File: src/rtl/cp_save_responder.sv
module cp_save_responder #(
  parameter int STATE_WORDS = 6,
  parameter logic [7:0] FMT_ID = 8'h3C,
  parameter int IW = $clog2(STATE_WORDS)
) (
  input  logic          clk,
  input  logic          rst_n,
  input  logic          rd_stb,
  input  logic          rd_sel,
  input  logic          exec_busy,
  input  logic          exec_held,
  output logic [15:0]   rd_data,
  output logic          suspend_req,
  output logic [IW-1:0] st_addr,
  input  logic [15:0]   st_rdata
);

  localparam logic [15:0]   NOT_READY = 16'h0100;
  localparam logic [15:0]   NULL_FMT  = 16'h0000;
  localparam logic [7:0]    LEN_BYTES = 8'(2 * STATE_WORDS);
  localparam logic [15:0]   FRAME_FMT = {FMT_ID, LEN_BYTES};
  localparam logic [IW-1:0] LAST_IDX  = IW'(STATE_WORDS - 1);

  logic          dumping;
  logic [IW-1:0] idx;

  wire save_rd = rd_stb & ~rd_sel;
  wire op_rd   = rd_stb &  rd_sel;

  assign st_addr = idx;

  always_ff @(posedge clk) begin
    if (!rst_n) begin
      rd_data     <= NULL_FMT;
      suspend_req <= 1'b0;
      dumping     <= 1'b0;
      idx         <= '0;
    end else if (save_rd) begin
      idx <= '0;
      if (exec_busy) begin
        rd_data     <= NOT_READY;
        suspend_req <= 1'b1;
        dumping     <= 1'b0;
      end else if (exec_held) begin
        rd_data     <= FRAME_FMT;
        suspend_req <= 1'b0;
        dumping     <= 1'b1;
      end else begin
        rd_data     <= NULL_FMT;
        suspend_req <= 1'b0;
        dumping     <= 1'b0;
      end
    end else if (op_rd) begin
      if (dumping) begin
        rd_data <= st_rdata;
        if (idx == LAST_IDX) begin
          idx     <= '0;
          dumping <= 1'b0;
        end else begin
          idx <= idx + 1'b1;
        end
      end else begin
        rd_data <= NULL_FMT;
      end
    end
  end

  assert_notready_R2: assert property (@(posedge clk) disable iff (!rst_n)
    save_rd && exec_busy |=> rd_data == NOT_READY && suspend_req);

  assert_suspend_drop_R3: assert property (@(posedge clk) disable iff (!rst_n)
    $fell(suspend_req) |-> $past(save_rd) && rd_data != NOT_READY);

  assert_null_R4: assert property (@(posedge clk) disable iff (!rst_n)
    save_rd && !exec_busy && !exec_held |=> rd_data == NULL_FMT);

  assert_frame_R5: assert property (@(posedge clk) disable iff (!rst_n)
    save_rd && !exec_busy && exec_held |=> rd_data == FRAME_FMT && st_addr == '0);

  assert_idx_range_R6: assert property (@(posedge clk) disable iff (!rst_n)
    st_addr <= LAST_IDX);

  assert_stray_op_R8: assert property (@(posedge clk) disable iff (!rst_n)
    op_rd && !dumping |=> rd_data == NULL_FMT && $stable(st_addr));

  assert_hold_R10: assert property (@(posedge clk) disable iff (!rst_n)
    !rd_stb |=> $stable(rd_data) && $stable(st_addr) && $stable(suspend_req));

endmodule

File: config.mk
export PLATFORM = sky130hd
export DESIGN_NAME = cp_save_responder
export DESIGN_NICKNAME = d
export VERILOG_FILES = /design/src/rtl/cp_save_responder.sv
export SDC_FILE = /design/constraint.sdc
export NUM_CORES = 1
export LEC_CHECK = 0
export BUFFER_PORTS_ARGS = -buffer_cell sky130_fd_sc_hd__buf_4
export CORE_MARGIN = 8
export CORE_UTILIZATION = 43
export CTS_CLUSTER_SIZE = 20
export DETAILED_ROUTE_END_ITERATION = 7
export HOLD_SLACK_MARGIN = 0.15
export PLACE_DENSITY = 0.74
export SYNTH_ARGS = -nofsm -noshare
export SYNTH_HDL_FRONTEND = slang
export SYNTH_SLANG_ARGS = --single-unit
export TNS_END_PERCENT = 20
File: constraint.sdc
create_clock -name clk -period 1.3 [get_ports clk]
set_input_delay 0.13 -clock clk [delete_from_list [all_inputs] [get_ports clk]]
set_output_delay 0.13 -clock clk [all_outputs]
set_load 0.005 [all_outputs]
==> impl_metrics.yaml <==
status:
  status: "finished clean"
power:
  peakVddDrop_mv: 0.585
  leakagePower_nw: 0.600
  power.density_nw_per_um2: 806
global_route:
  antenna_found_initial: 0
  overflow: 0
  grt_pass1_wl_um: 3970
  grt_use_total_pct: 13.7
  grt_pass1_vias: 878
  grt_max_degree: 24
finish:
  stdcell_count: 185
  area_growth_pct: 64.0
  finalNetCount: 181
  n_antenna_cell: 0
  fill_cells: 167
  drive_gt1_share_pct: 32.9
clocking:
  cts_setup_buffers: 0
  cts_max_path_buffers: 2
  cts_sinks: 21
  cts_made_buffers: 3
  h-tree-depth: 1
  cts_tree: "done"
  path_clk_slew_ns: 0.12
  cts-root-buf: "clkbuf_4"
  clk_latency_ns: 0.29
timing:
  setup_viol: 0
  slew_viol_final: 0
  finalCriticalPeriod_ns: 1.14
  worst_pin_slew_ns: 0.324
  max_freq_ghz: 0.880
  setup_tns_ns: 0
  min_period_over_period_pct: 87.5
  skew_ns: 0.0112
  rsz0062_at_grt: "false"
  final_hold_viol_count: 0
  relSlewSlack_pct: 78.4
worst_setup_path:
  slowest_stage: "dfxtp_1"
  crit_required_ns: 1.54
  critPathBufInv: 0
  max_stage_delay_ns: 0.44
  crit_arrival_ns: 1.38
  cp-end-kind: "register"
  crit_family: "simple AND/OR/NAND/NOR gates"
  crit_chain: "nand4_2 > or3b_1 > a21oi_2"
  critical_path_peak_fanout: 5
  crit_type: "register to register"
  setup.worst_path.start_class: "register"
yosys:
  syn_area_per_cell_um2: 8.77
  synth_largest_area_cell: "dfxtp_1"
  ys_warn_count: 0
  synth_seq_cells: 21
  yosysUniqueCellTypes: 26
  synth.area.top_cells: "dfxtp_1 49%, a21oi_1 7.1%, nand2b_1 5.9%, nor2b_1 5.9%, a31oi_1 4.4%"
  ys_top_cells_by_count: "21 x dfxtp_1, 12 x a21oi_1, 10 x nand2_1, 10 x nor2_1"
  synth_top_area_share_pct: 49.4
  syn_inst: 97
  syn_area_um2: 851
  synth_nets: 119
  ys.flop_type: "dfxtp_1"
  synth_edf_count: 0
  async_flop_share_pct: 0
  synth_most_common_cell: "dfxtp_1"
  ys_seq_area_share_pct: 49.4
routing:
  dr.pass1.iters: 4
  ant_nets: 0
  wl_per_cell_um: 12.9
  vias_per_cell: 4.84
  drc: 0
  wirelength_um: 2390
  vias: 895
  drtIter0Drc: 19
die:
  die_w_um: 60.5
  placementRows: 16
  start_util_pct: 44.3
  die_area_um2: 3660
  io_pins: 42
  chipHeight_um: 60.5
  coreArea_um2: 1920
flow_run:
  drv_cap: 0
place:
  dp.cells: 162
  port-buffer-count: 41
  gp_congestion: 0.727
  dp_hpwl_um: 1650
hold_path:
  hold_path_class: "primary input to register"
## stage by stage
step | hold slack (ns) | utilization, % | power (W) | cell area [um2] | worst slack [ns]
2_1_floorplan | 0.266 | - | 0.000716 | 851 | 0.263
3_3_place_gp | 0.356 | 61.3 | 0.000791 | 1180 | 0.247
3_5_place_dp | 0.366 | 61.3 | 0.000793 | 1180 | 0.190
4_1_cts | 0.161 | 72.1 | 0.00113 | 1390 | 0.164
5_1_grt | 0.174 | 72.6 | 0.00120 | 1400 | 0.0629
6_report | 0.196 | 72.6 | 0.00112 | 1400 | 0.163
## cell usage in the layout (no fill, tap or decap)
master	instances
a31oi_1	6
a31oi_2	1
buf_4	43
nor2_1	10
inv_2	1
or3_1	1
nand3_1	2
or3b_1	1
nand2b_1	8
nand2_1	10
clkinv_2	1
clkbuf_4	3
and3_1	1
dfxtp_1	21
nand4b_1	1
nor2b_1	8
a21oi_2	1
o21ai_0	1
and2b_1	2
a21oi_1	12
dlygate4sd3_1	19
nand4_2	1
a311oi_1	1
nand2_2	1
or2b_1	1
nand3b_1	1
## power by group
group / internal, W / switching [W] / total [W] / leakage (nW)
clock network: 0.000114 / 0.000185 / 0.000299 / 0.0177
registers: 0.000654 / 0.00000672 / 0.000661 / 0.170
logic: 0.000105 / 0.0000592 / 0.000165 / 0.413
total: 0.000874 / 0.000250 / 0.00112 / 0.600
## routing by layer
layer  wire length (um)  track usage, %  vias up
met3                229            5.93        4
met2               1130            22.4       31
met5                  0               0        -
met1               1030            16.5      411
li1                   -               -      449
met4                  7            1.99        0
## area by class of cell
type | instances | area, um2 | area share, %
timing repair buffer | 62 | 513 | 36.8
sequential | 21 | 420 | 30.1
multi-input combinational | 70 | 397 | 28.4
tap | 27 | 33.8 | 2.42
clock buffer | 3 | 22.5 | 1.61
clock inverter | 1 | 5.00 | 0.359
inverter | 1 | 3.75 | 0.269
## logic make-up after synthesis
| kind of cell | after synthesis | synth area share [%] |
|---|---|---|
| flops | 21 | 49.4 |
| compound gates | 22 | 15.6 |
| simple gates | 48 | 31.0 |
| buf+inv | 6 | 3.97 |
## flip-flops by register name, summed over array words and instances (netlist names)
register / cells
rd_data: 16
st_addr: 3
dumping: 1
suspend_req: 1
## repair_timing
| item | CTS | global route |
|---|---|---|
| hold buffers | 18 | 1 |
| resized for setup | 0 | 0 |
| endpoints found under the hold margin | 19 | 1 |
## path summary, 6_finish.rpt
kind | from | to | slack [ns] | cells past startpoint
worst max-delay path | st_addr[0] | st_addr[2] | 0.16 | 3
worst min register to register | suspend_req | suspend_req | 0.47 | 2
worst min-delay path | rd_stb | rd_data[8] | 0.20 | 2
worst max register to register | st_addr[0] | st_addr[2] | 0.16 | 3
(Power assumes the default switching activity.)
